File: src/rtl/rtc_calendar_core.sv
module rtc_calendar_core #(
  parameter int ADDR_W = 8
) (
  input  logic              clk,
  input  logic              rst_n,
  input  logic              tick,
  input  logic              mode_12h,
  input  logic              stop,
  input  logic              bus_active,
  input  logic              wr_en,
  input  logic [ADDR_W-1:0] addr,
  input  logic [7:0]        wdata,
  output logic [7:0]        rdata
);
  localparam logic [ADDR_W-1:0] A_SEC = ADDR_W'(3);
  localparam logic [ADDR_W-1:0] A_MIN = ADDR_W'(4);
  localparam logic [ADDR_W-1:0] A_HR  = ADDR_W'(5);
  localparam logic [ADDR_W-1:0] A_DAY = ADDR_W'(6);
  localparam logic [ADDR_W-1:0] A_WD  = ADDR_W'(7);
  localparam logic [ADDR_W-1:0] A_MON = ADDR_W'(8);
  localparam logic [ADDR_W-1:0] A_YR  = ADDR_W'(9);

  logic       osf_q, pend_q;
  logic [6:0] sec_q, min_q;
  logic [5:0] hr_q, day_q;
  logic [2:0] wday_q;
  logic [4:0] mon_q;
  logic [7:0] yr_q;

  function automatic logic [7:0] bcd_inc(input logic [7:0] v);
    return (v[3:0] == 4'd9) ? {v[7:4] + 4'd1, 4'd0} : {v[7:4], v[3:0] + 4'd1};
  endfunction

  wire hold  = bus_active | wr_en;
  wire step  = !stop && !hold && (tick || pend_q);

  wire [7:0] sec_inc = bcd_inc({1'b0, sec_q});
  wire [7:0] min_inc = bcd_inc({1'b0, min_q});
  wire [7:0] h24_inc = bcd_inc({2'b0, hr_q});
  wire [7:0] h12_inc = bcd_inc({3'b0, hr_q[4:0]});
  wire [7:0] day_inc = bcd_inc({2'b0, day_q});
  wire [7:0] mon_inc = bcd_inc({3'b0, mon_q});
  wire [7:0] yr_inc  = bcd_inc(yr_q);

  wire h_is11  = hr_q[4:0] == 5'h11;
  wire h_is12  = hr_q[4:0] == 5'h12;
  wire sec_end = sec_q == 7'h59;
  wire min_end = min_q == 7'h59;
  wire hr_end  = mode_12h ? (h_is11 && hr_q[5]) : (hr_q == 6'h23);

  wire leap = yr_q[4] ? (yr_q[3:0] == 4'd2 || yr_q[3:0] == 4'd6)
                      : (yr_q[3:0] == 4'd0 || yr_q[3:0] == 4'd4 || yr_q[3:0] == 4'd8);

  logic [5:0] month_len;
  always_comb begin
    case (mon_q)
      5'h02:                      month_len = leap ? 6'h29 : 6'h28;
      5'h04, 5'h06, 5'h09, 5'h11: month_len = 6'h30;
      default:                    month_len = 6'h31;
    endcase
  end

  logic [5:0] hr_nx;
  always_comb begin
    if (mode_12h) begin
      if (h_is11)      hr_nx = {~hr_q[5], 5'h12};
      else if (h_is12) hr_nx = {hr_q[5], 5'h01};
      else             hr_nx = {hr_q[5], h12_inc[4:0]};
    end else begin
      hr_nx = hr_end ? 6'h00 : h24_inc[5:0];
    end
  end

  wire c_min = step && sec_end;
  wire c_hr  = c_min && min_end;
  wire c_day = c_hr && hr_end;
  wire c_mon = c_day && (day_q >= month_len);
  wire c_yr  = c_mon && (mon_q == 5'h12);

  always_ff @(posedge clk or negedge rst_n) begin
    if (!rst_n) begin
      osf_q  <= 1'b1;
      pend_q <= 1'b0;
      sec_q  <= '0;
      min_q  <= '0;
      hr_q   <= '0;
      day_q  <= 6'h01;
      wday_q <= '0;
      mon_q  <= 5'h01;
      yr_q   <= '0;
    end else begin
      if (stop || (wr_en && addr == A_SEC)) pend_q <= 1'b0;
      else if (hold)                        pend_q <= pend_q | tick;
      else                                  pend_q <= 1'b0;

      if (wr_en) begin
        case (addr)
          A_SEC: begin sec_q <= wdata[6:0]; osf_q <= osf_q & wdata[7]; end
          A_MIN: min_q  <= wdata[6:0];
          A_HR:  hr_q   <= wdata[5:0];
          A_DAY: day_q  <= wdata[5:0];
          A_WD:  wday_q <= wdata[2:0];
          A_MON: mon_q  <= wdata[4:0];
          A_YR:  yr_q   <= wdata;
          default: ;
        endcase
      end else begin
        if (step)  sec_q <= sec_end ? 7'h00 : sec_inc[6:0];
        if (c_min) min_q <= min_end ? 7'h00 : min_inc[6:0];
        if (c_hr)  hr_q  <= hr_nx;
        if (c_day) begin
          day_q  <= (day_q >= month_len) ? 6'h01 : day_inc[5:0];
          wday_q <= (wday_q >= 3'd6) ? 3'd0 : wday_q + 3'd1;
        end
        if (c_mon) mon_q <= (mon_q == 5'h12) ? 5'h01 : mon_inc[4:0];
        if (c_yr)  yr_q  <= (yr_q == 8'h99) ? 8'h00 : yr_inc;
      end
    end
  end

  always_comb begin
    case (addr)
      A_SEC:   rdata = {osf_q, sec_q};
      A_MIN:   rdata = {1'b0, min_q};
      A_HR:    rdata = {2'b0, hr_q};
      A_DAY:   rdata = {2'b0, day_q};
      A_WD:    rdata = {5'b0, wday_q};
      A_MON:   rdata = {3'b0, mon_q};
      A_YR:    rdata = yr_q;
      default: rdata = 8'h00;
    endcase
  end
endmodule

File: config.mk
export PLATFORM = sky130hd
export DESIGN_NAME = rtc_calendar_core
export DESIGN_NICKNAME = d
export VERILOG_FILES = /design/src/rtl/rtc_calendar_core.sv
export SDC_FILE = /design/constraint.sdc
export NUM_CORES = 1
export LEC_CHECK = 0
export BUFFER_PORTS_ARGS = -buffer_cell sky130_fd_sc_hd__buf_2
export CAP_MARGIN = 20
export CORE_ASPECT_RATIO = 0.8
export CORE_MARGIN = 10
export CORE_UTILIZATION = 40
export CTS_CLUSTER_DIAMETER = 80
export DETAILED_ROUTE_END_ITERATION = 10
export GPL_TIMING_DRIVEN = 0
export PLACE_DENSITY = 0.68
export SLEW_MARGIN = 20
export SYNTH_ARGS = -nofsm -noshare
export SYNTH_HDL_FRONTEND = slang
export SYNTH_SLANG_ARGS = --single-unit
File: constraint.sdc
create_clock -name clk -period 2.7 [get_ports clk]
set_clock_uncertainty 0.2 [all_clocks]
set_input_delay 0.54 -clock clk [delete_from_list [all_inputs] [get_ports clk]]
set_output_delay 0.54 -clock clk [all_outputs]
set_load 0.05 [all_outputs]
# Yosys cells after proc, flatten, opt, wreduce, memory -nomap -nowiden

Cells that the tools add are included.

Add/sub/neg operators: 14
Magnitude comparators: 2
Eq/ne operators: 38
Mux-type cells: 45
Bitwise gates (word level): 4
Reduce and logical (&&, ||, !) cells: 45

Operators by type and width:

| operator            | count |
|---|---|
| $mux 6              | 12 |
| $mux 7              | 10 |
| $pmux 8 s7          | 1 |
| $mux 8              | 5 |
| $mux 5              | 7 |
| $eq 8x3->1 const B  | 4 |
| $add 4x1->4 const B | 7 |
| $eq 4x4->1 const B  | 7 |
| $eq 5x5->1 const B  | 4 |
| $eq 8x4->1 const B  | 2 |
| $reduce_and 2->1    | 8 |
| $reduce_and 3->1    | 5 |
| $reduce_bool 3->1   | 5 |
| $eq 7x7->1 const B  | 2 |
| $ne 2x1->1 const B  | 7 |
| $mux 3              | 4 |
| $reduce_bool 2->1   | 6 |
| $eq 5x3->1 const B  | 2 |
| $pmux 5 s2          | 1 |
| $add 3x1->3 const B | 3 |
| $logic_and 1x1->1   | 9 |
| $eq 4x3->1 const B  | 2 |
| $eq 8x2->1 const B  | 1 |
| $eq 8x8->1 const B  | 1 |
| 20 further kinds    | 33 |

Register bits after elaboration: 44
Input bits: 23
Output and inout bits: 8
Word-level logic and storage cells: 164

# Logic depth before layout (Yosys ltp)

Gate-level depths: netlist (run 1).

Depth after elaboration: 11
Depth in mapped cells: 11
Depth with buffers taken out: 11

# Least setup slack after synthesis (run 1)

OpenSTA, ideal clock, no wires.

Path kind: reg2reg
Start: reg yr_q[2]
End: reg yr_q[0]
Library setup time: 0.125 ns
Data arrival time: 2.626 ns
Data required time: 2.375 ns
Slack: -0.251 ns
Stages on the path, launching flop included: 12
Path buffers: 0
Clock period less this slack: 2.951 ns
Cells stage by stage: dfrtp_1 -> a211oi_1 -> a31oi_1 -> o21ai_0 -> a2111oi_0 -> nor2_1 -> ha_1 -> nor4b_1 -> o211ai_1 -> o2111ai_4 -> o21ai_2 -> mux2_2

Word-level cells in the longest chain between the ends: 11
Elaborated cells on any way between the ends: 22
Classes of those cells: 1 x order compare; 6 x eq/ne; 7 x mux; 8 x reduce/logical

Ends and longest elaborated chain:

| element                                       | RTL line | RTL |
|---|---|---|
| from (decl)                                   | 28       | `logic [7:0] yr_q;` |
| from (signal assigned)                        | 104      | `A_YR: yr_q <= wdata;` |
| from (signal assigned)                        | 116      | `if (c_yr) yr_q <= (yr_q == 8'h99) ? 8'h00 : yr_inc;` |
| $eq 4x3->1 or $logic_not 4->1 (tied branches) | 52       | `: (yr_q[3:0] == 4'd0 \|\| yr_q[3:0] == 4'd4 \|\| yr_q[3:0] == 4'd8);` |
| $logic_or 1x1->1 (2 in a row)                 | 52       |  |
| $mux 1                                        | 51       | `wire leap = yr_q[4] ? (yr_q[3:0] == 4'd2 \|\| yr_q[3:0] == 4'd6)` |
| $mux 1                                        | 57       | `5'h02: month_len = leap ? 6'h29 : 6'h28;` |
| $pmux 5 s2                                    | 56       | `case (mon_q)` |
| $ge 6x6->1                                    | 77       | `wire c_mon = c_day && (day_q >= month_len);` |
| $logic_and 1x1->1                             | 77       |  |
| $logic_and 1x1->1                             | 78       | `wire c_yr = c_mon && (mon_q == 5'h12);` |
| $reduce_bool 2->1 (no line)                   | n/a      |  |
| $reduce_and 2->1 (no line)                    | n/a      |  |

Several ways; a longest one is shown, not always the timed one. The select of a mux whose other input is x is not followed.
A chain may end at the register's enable or synchronous reset.

# Worst setup path in the final report (run 1)

Start: reg yr_q[4]
End: reg yr_q[4]

Word-level cells in the longest chain between the ends: 8
Elaborated cells on any way between the ends: 15
Classes of those cells: 1 x add/sub; 1 x order compare; 1 x eq/ne; 7 x mux; 5 x reduce/logical

Ends and longest elaborated chain:

| element                     | RTL line |
|---|---|
| $mux 1                      | 51 |
| $mux 1                      | 57 |
| $pmux 5 s2                  | 56 |
| $ge 6x6->1                  | 77 |
| $logic_and 1x1->1           | 77 |
| $logic_and 1x1->1           | 78 |
| $reduce_bool 2->1 (no line) | n/a |
| $reduce_and 3->1 (no line)  | n/a |

Several ways; a longest one is shown, not always the timed one. The select of a mux whose other input is x is not followed.

==> results_dict.tcl, run 1 <==
set metrics [dict create \
    status "finished, violations left" \
    violations "setup timing" \
    start_util_pct 41.72 \
    path_cells "a211oi_2 -> a31oi_4 -> o21ai_2 -> a2111oi_2 -> nor2_1 -> ha_1 -> nor4b_2 -> o211ai_1 -> buf_4 -> buf_6 -> nand3_4 -> o21ai_4 -> mux2_4" \
    synth_flop_cell "dfrtp_1" \
    ys_types 76 \
    grt_max_degree 45 \
    grt_pass1_wl_um 18330 \
    period_needed_ps 3169 \
    crit_required_ps 2710 \
    yosys.area.top_type_share_pct 28.61 \
    groute.usage.overall_pct 16.69 \
    p_sw_mw 0.5897 \
    switching_share_pct 34.72 \
    maxCapViolCount 0 \
    routed_wl_um 11540 \
    irDropWorstVdd_mv 0.1780 \
    yosys-top-cells-area "dfrtp_1 (29%), ha_1 (6.3%), o21ai_0 (5.9%)" \
    placed_cells 551 \
    hold_class "primary input to async pin" \
    cts_tree "yes" \
    final_net_count 508 \
    fmax_ghz 0.3156 \
    drive_gt1_share_pct 31.84 \
    layoutNonFillerInstCount 580 \
    crit_arrival_ps 3180 \
    synth-edff-count 0 \
    route.vias.total 3543 \
    synthToLayoutAreaGrowth_pct 24.74 \
    antenna_found_initial 0 \
    clockBufferDepth 2 \
    fin_area_sq_um 4473 \
    clkPwrFrac_pct 27.0 \
    min_period_over_period_pct 117.4 \
    syn_inst 410 \
    cp-start-kind "register" \
    gp_congestion 0.9419 \
    drt_iter0_drc 379 \
    ys_warn_count 0 \
    placed_area_sq_um 3915 \
    pwr-share-seq_pct 47.2 \
    syn_avg_cell_area_sq_um 8.746 \
    yosysSeqAreaShare_pct 30.81 \
    pwr-share-comb_pct 25.8 \
    cp_slowest_stage_delay_ps 450 \
    cts-htree-levels 2 \
    chipWidth_um 125.9 \
    slew_viol_final 0 \
    critical_path_class "register to register" \
    setup_ws_ps -468.9 \
    synth_area_sq_um 3586 \
    rsz0062_at_grt "true" \
    finalHoldViolCount 0 \
    cp_slowest_cell "o211ai_1" \
    ys_top_cells_by_count "nand2_1 (42), o21ai_0 (42), dfrtp_1 (41), nor2_1 (29), inv_1 (25)" \
    r2r_end "yr_q[4]" \
    powerDensity_nw_per_um2 379.7 \
    r2r-start "yr_q[4]" \
    port_buffers 29 \
    tightest_slew_ps 774.1 \
    dpl.hpwl_um 8036 \
    ys_ff_latch 44 \
    reg2reg_depth 13 \
    grt_pass1_vias 3393 \
    whs_ps 32.18 \
    ant_nets 0 \
    cp_top_family "compound AO/OA/AOI/OAI gates" \
    io_pins 31 \
    die_area_sq_um 13180 \
    crit_path_start "yr_q[4]" \
    cts_buffers 5 \
    syn_nets 451 \
    rows 30 \
    grt-ovfl-total 0 \
    async_flop_share_pct 100.0 \
    power_leakage_nw 2.003 \
    setup_tns_ps -8379 \
    first_pass_iters 5 \
    relSlewSlack_pct 48.28 \
    clock_latency_ps 320 \
    core_sq_um 8596 \
    die_y_um 104.7 \
    path_buf_inv 2 \
    n_antenna_cell 0 \
    cp_max_fo 4 \
    endpoint_kind "register" \
    clk_pin_slew_ps 100 \
    reg2reg_slack_ps -470 \
    wl_per_cell_um 19.90 \
    viasPerCell 6.109 \
    setup_violations 27 \
    internal-power_mw 1.109 \
    route.detailed.drc 0 \
    synth.largest_area_cell "dfrtp_1" \
    cts_root_buffer "clkbuf_8" \
    clock-sinks 44 \
]
-- what timing repair did --
| action | CTS | global route |
|---|---|---|
| setup buffers | 16 | 6 |
| gates resized for setup | 63 | 15 |
| hold buffers | 0 | 0 |
| setup endpoints to repair | 27 | 29 |
| pin swaps | 19 | 16 |
| gates cloned | 2 | 0 |
-- registers in the layout, indices dropped and copies added, names as in the netlist --
| register | count |
|---|---|
| osf_q | 1 |
| sec_q | 7 |
| day_q | 6 |
| pend_q | 1 |
| yr_q | 8 |
| mon_q | 5 |
| min_q | 7 |
| hr_q | 6 |
| wday_q | 3 |
-- cells in the final DEF, fill, tap and decap left out, types with 6 or more instances in the layout --
cell type  synthesis  routed
a21oi_1           16      15
buf_2              3      24
buf_4              1      18
buf_6              1       8
buf_8              0       8
clkbuf_1          12       7
clkbuf_8           0       6
dfrtp_1           41      35
dfrtp_2            0       6
ha_1              18      18
inv_1             25      24
mux2_2            17      13
mux2_4             2       6
nand2_1           42      36
nand2_2            0       6
nand2b_1           6       6
nand3_1           19      16
nor2_1            29      28
nor2b_1            8       8
o211ai_1           8       8
o21ai_0           42      39
-- worst max path at each step --
stage               endpoint  slack (ps)  depth (start not counted)
finish               yr_q[4]        -470                         13
global route         yr_q[4]        -530                         12
CTS                  yr_q[3]        -470                         10
detailed placement   yr_q[3]        -730                         11
global placement     yr_q[0]        -760                         11
floorplan            yr_q[0]        -150                         11
-- kinds of logic (layout without fill, tap and decap cells) --
logic type / after synthesis / count (layout) / share of synthesized area (%)
and+or+nand+nor: 151 / 151 / 24.14
AOI/OAI and AO/OA: 125 / 125 / 23.90
DFF: 44 / 44 / 30.81
buffers and inverters: 43 / 101 / 4.919
muxes: 27 / 27 / 9.456
adders and majority gates: 18 / 18 / 6.281
xor gates and xnor gates: 2 / 2 / 0.4886
-- power by group through the flow --
stage	Sequential [mW]	Clock, mW	Combinational (mW)
2_1_floorplan	0.780	0	0.267
6_report	0.801	0.458	0.439
3_3_place_gp	0.801	0	0.364
3_5_place_dp	0.803	0	0.376
5_1_grt	0.812	0.496	0.486
4_1_cts	0.796	0.472	0.414
-- final cells by class --
class | instances | area, sq um
Fill cell | 788 | 4123
Tap cell | 112 | 140.1
Timing Repair Buffer | 52 | 435.4
Sequential cell | 44 | 1112
Clock buffer | 6 | 82.58
Multi-Input combinational cell | 323 | 2512
Buffer | 16 | 86.33
Inverter | 25 | 93.84
Clock inverter | 2 | 10.01
-- through the flow --
stage	worst slack [ps]	total power [mW]	util [%]
6_report	-468.9	1.698	52.04
5_1_grt	-533.2	1.795	52.04
4_1_cts	-467.7	1.682	50.93
3_5_place_dp	-734.2	1.180	45.55
3_3_place_gp	-764.0	1.165	45.55
2_1_floorplan	-150.2	1.047	-
-- layer usage --
layer / track usage [%] / routed length [um] / share of wire [%] / up-vias
met5: 0 / 0 / 0 / -
met4: 3.490 / 147 / 1.3 / 0
met3: 3.485 / 815 / 7.1 / 19
met2: 26.30 / 5342 / 46 / 146
met1: 22.89 / 5236 / 45 / 1739
li1: - / - / - / 1639
Power figures use the tool's default switching activity.
==> inputs of run 2 (changes only) <==
--- a/config.mk
+++ b/config.mk
@@ -8,12 +8,13 @@
 export BUFFER_PORTS_ARGS = -buffer_cell sky130_fd_sc_hd__buf_2
 export CAP_MARGIN = 20
 export CORE_ASPECT_RATIO = 0.8
-export CORE_MARGIN = 10
+export CORE_MARGIN = 2
 export CORE_UTILIZATION = 40
 export CTS_CLUSTER_DIAMETER = 80
 export DETAILED_ROUTE_END_ITERATION = 10
 export GPL_TIMING_DRIVEN = 0
 export PLACE_DENSITY = 0.68
+export SETUP_SLACK_MARGIN = 0.15
 export SLEW_MARGIN = 20
 export SYNTH_ARGS = -nofsm -noshare
 export SYNTH_HDL_FRONTEND = slang
==> run 2 against run 1 <==
  * The run still ends with setup timing left
  * Sequential cell count is the same
  * Global-route usage up 8.0 points
  * Sequential power decreased by 0.5%
  * Hold slack about the same
  * Via count up 3.1%
  * Non-clock buffer count up 7
  * Fmax rose by 3.0%
  * Worst setup slack better by 93 ps
  * Clock-buffer cell count is 2 higher
  * Routed wire length increased by 2.4%
  * Largest cell class unchanged
  * Largest power group unchanged
  * Highest routed layer unchanged
==> results_dict.tcl, run 2 (synthesized netlist as in run 1, its figures left out) <==
set metrics [dict create \
    cts-htree-levels 2 \
    tightest_slew_ps 683.2 \
    grt_pass1_vias 3403 \
    crit_arrival_ps 3080 \
    antenna_found_initial 0 \
    dpl.hpwl_um 8023 \
    min_period_over_period_pct 113.9 \
    ant_nets 0 \
    cp_max_fo 10 \
    wl_per_cell_um 20.10 \
    path_cells "buf_1 -> nor4b_4 -> and2_1 -> inv_1 -> ha_1 -> nand3_1 -> o211ai_1 -> buf_4 -> o2111ai_4 -> o21ai_4 -> mux2_4" \
    n_antenna_cell 0 \
    cp_slowest_cell "dfrtp_1" \
    final_common_cell "o21ai_0" \
    largest_register "yr_q" \
    synthToLayoutAreaGrowth_pct 28.82 \
    relSlewSlack_pct 54.45 \
    clk_pin_slew_ps 90 \
    clockBufferDepth 2 \
    finalPower_mw 1.735 \
    whs_ps 32.57 \
    period_needed_ps 3076 \
    violations "setup timing" \
    viasPerCell 6.213 \
    io_pins 31 \
    start_util_pct 41.72 \
    layout_common_cells "o21ai_0 (39), dfrtp_1 (38), nand2_1 (35)" \
    cp_slowest_stage_delay_ps 370 \
    r2r-start "mon_q[3]" \
    hold_class "primary input to async pin" \
    path_buf_inv 3 \
    drt_iter0_drc 291 \
    clock_latency_ps 320 \
    grt-ovfl-total 0 \
    routed_wl_um 11820 \
    groute.usage.overall_pct 24.74 \
    crit_path_start "mon_q[3]" \
    final_util_pct 53.74 \
    largest_reg_flops 8 \
    rows 30 \
    maxCapViolCount 0 \
    crit_required_ps 2710 \
    clock-sinks 44 \
    cts_tree "yes" \
    grt_pass1_wl_um 18140 \
    route.detailed.drc 0 \
    setup_ws_ps -376.3 \
    grt_max_degree 45 \
    fmax_ghz 0.3251 \
    cts_buffers 5 \
    placed_area_sq_um 3988 \
    cts_root_buffer "clkbuf_8" \
    route.vias.total 3653 \
    fin_area_sq_um 4619 \
    critical_path_class "register to register" \
    chipWidth_um 109.9 \
    first_pass_iters 5 \
    reg.largest.list "yr_q: 8 flops, min_q: 7 flops, sec_q: 7 flops" \
    gp_congestion 0.9310 \
    die_y_um 88.69 \
    power_leakage_nw 2.042 \
    cp_top_family "compound AO/OA/AOI/OAI gates" \
    rsz0062_at_grt "true" \
    status "finished, violations left" \
    irDropWorstVdd_mv 0.3809 \
    cp-start-kind "register" \
    cts_hold_buffers 0 \
    slew_viol_final 0 \
    drive_gt1_share_pct 34.03 \
    port_buffers 29 \
    finalHoldViolCount 0 \
    endpoint_kind "register" \
    final_net_count 516 \
    setup_violations 27 \
    core_sq_um 8596 \
    place_ws_ps -856.0 \
    powerDensity_nw_per_um2 375.5 \
    die_area_sq_um 9743 \
]
-- run 2: final cells by class --
| cell class | instances | area (sq um) |
|---|---|---|
| plain buffers | 18 | 103.9 |
| clock buffers | 8 | 90.09 |
| fillers | 765 | 3976 |
| inverters | 25 | 93.84 |
| multi-input cells | 324 | 2628 |
| flip-flops and latches | 44 | 1109 |
| well taps | 112 | 140.1 |
| repair buffers | 57 | 455.4 |
-- run 2: final timing paths --
check,depth (start not counted),end,slack [ps]
worst max register to register,11,yr_q[3],-380
max in group asynchronous,1,yr_q[4],1830
worst max-delay path,11,yr_q[3],-380
worst min-delay path,1,min_q[4],30
min in group clk,2,osf_q,260
worst min register to register,1,osf_q,260
-- run 2: timing repair --
action                                  CTS  global route
pin swaps                                17            13
endpoints found under the setup margin   29            36
cloned                                    3             0
buffers inserted                         20             6
gates resized for setup                  64            23
-- run 2: routing by layer --
metal  vias to the layer above  track usage [%]  share of wire [%]
met4                         0            7.595                2.3
met3                        27            5.376                8.9
met1                      1773            35.05                 45
li1                       1659                -                  -
met5                         -                0                  0
met2                       194            37.70                 44
-- run 2: stage by stage --
step	std cells	TNS, ps
5_1_grt	588	-9566
6_report	588	-6307
4_1_cts	582	-7280
3_3_place_gp	551	-17050
3_5_place_dp	551	-16230
2_1_floorplan	410	-1132
-- run 2: report_power, final --
part	total, mW	leakage (nW)	internal, mW	switching (mW)
Clock	0.460	0.0455	0.210	0.251
Combinational	0.477	1.46	0.196	0.281
Sequential	0.797	0.535	0.716	0.0807
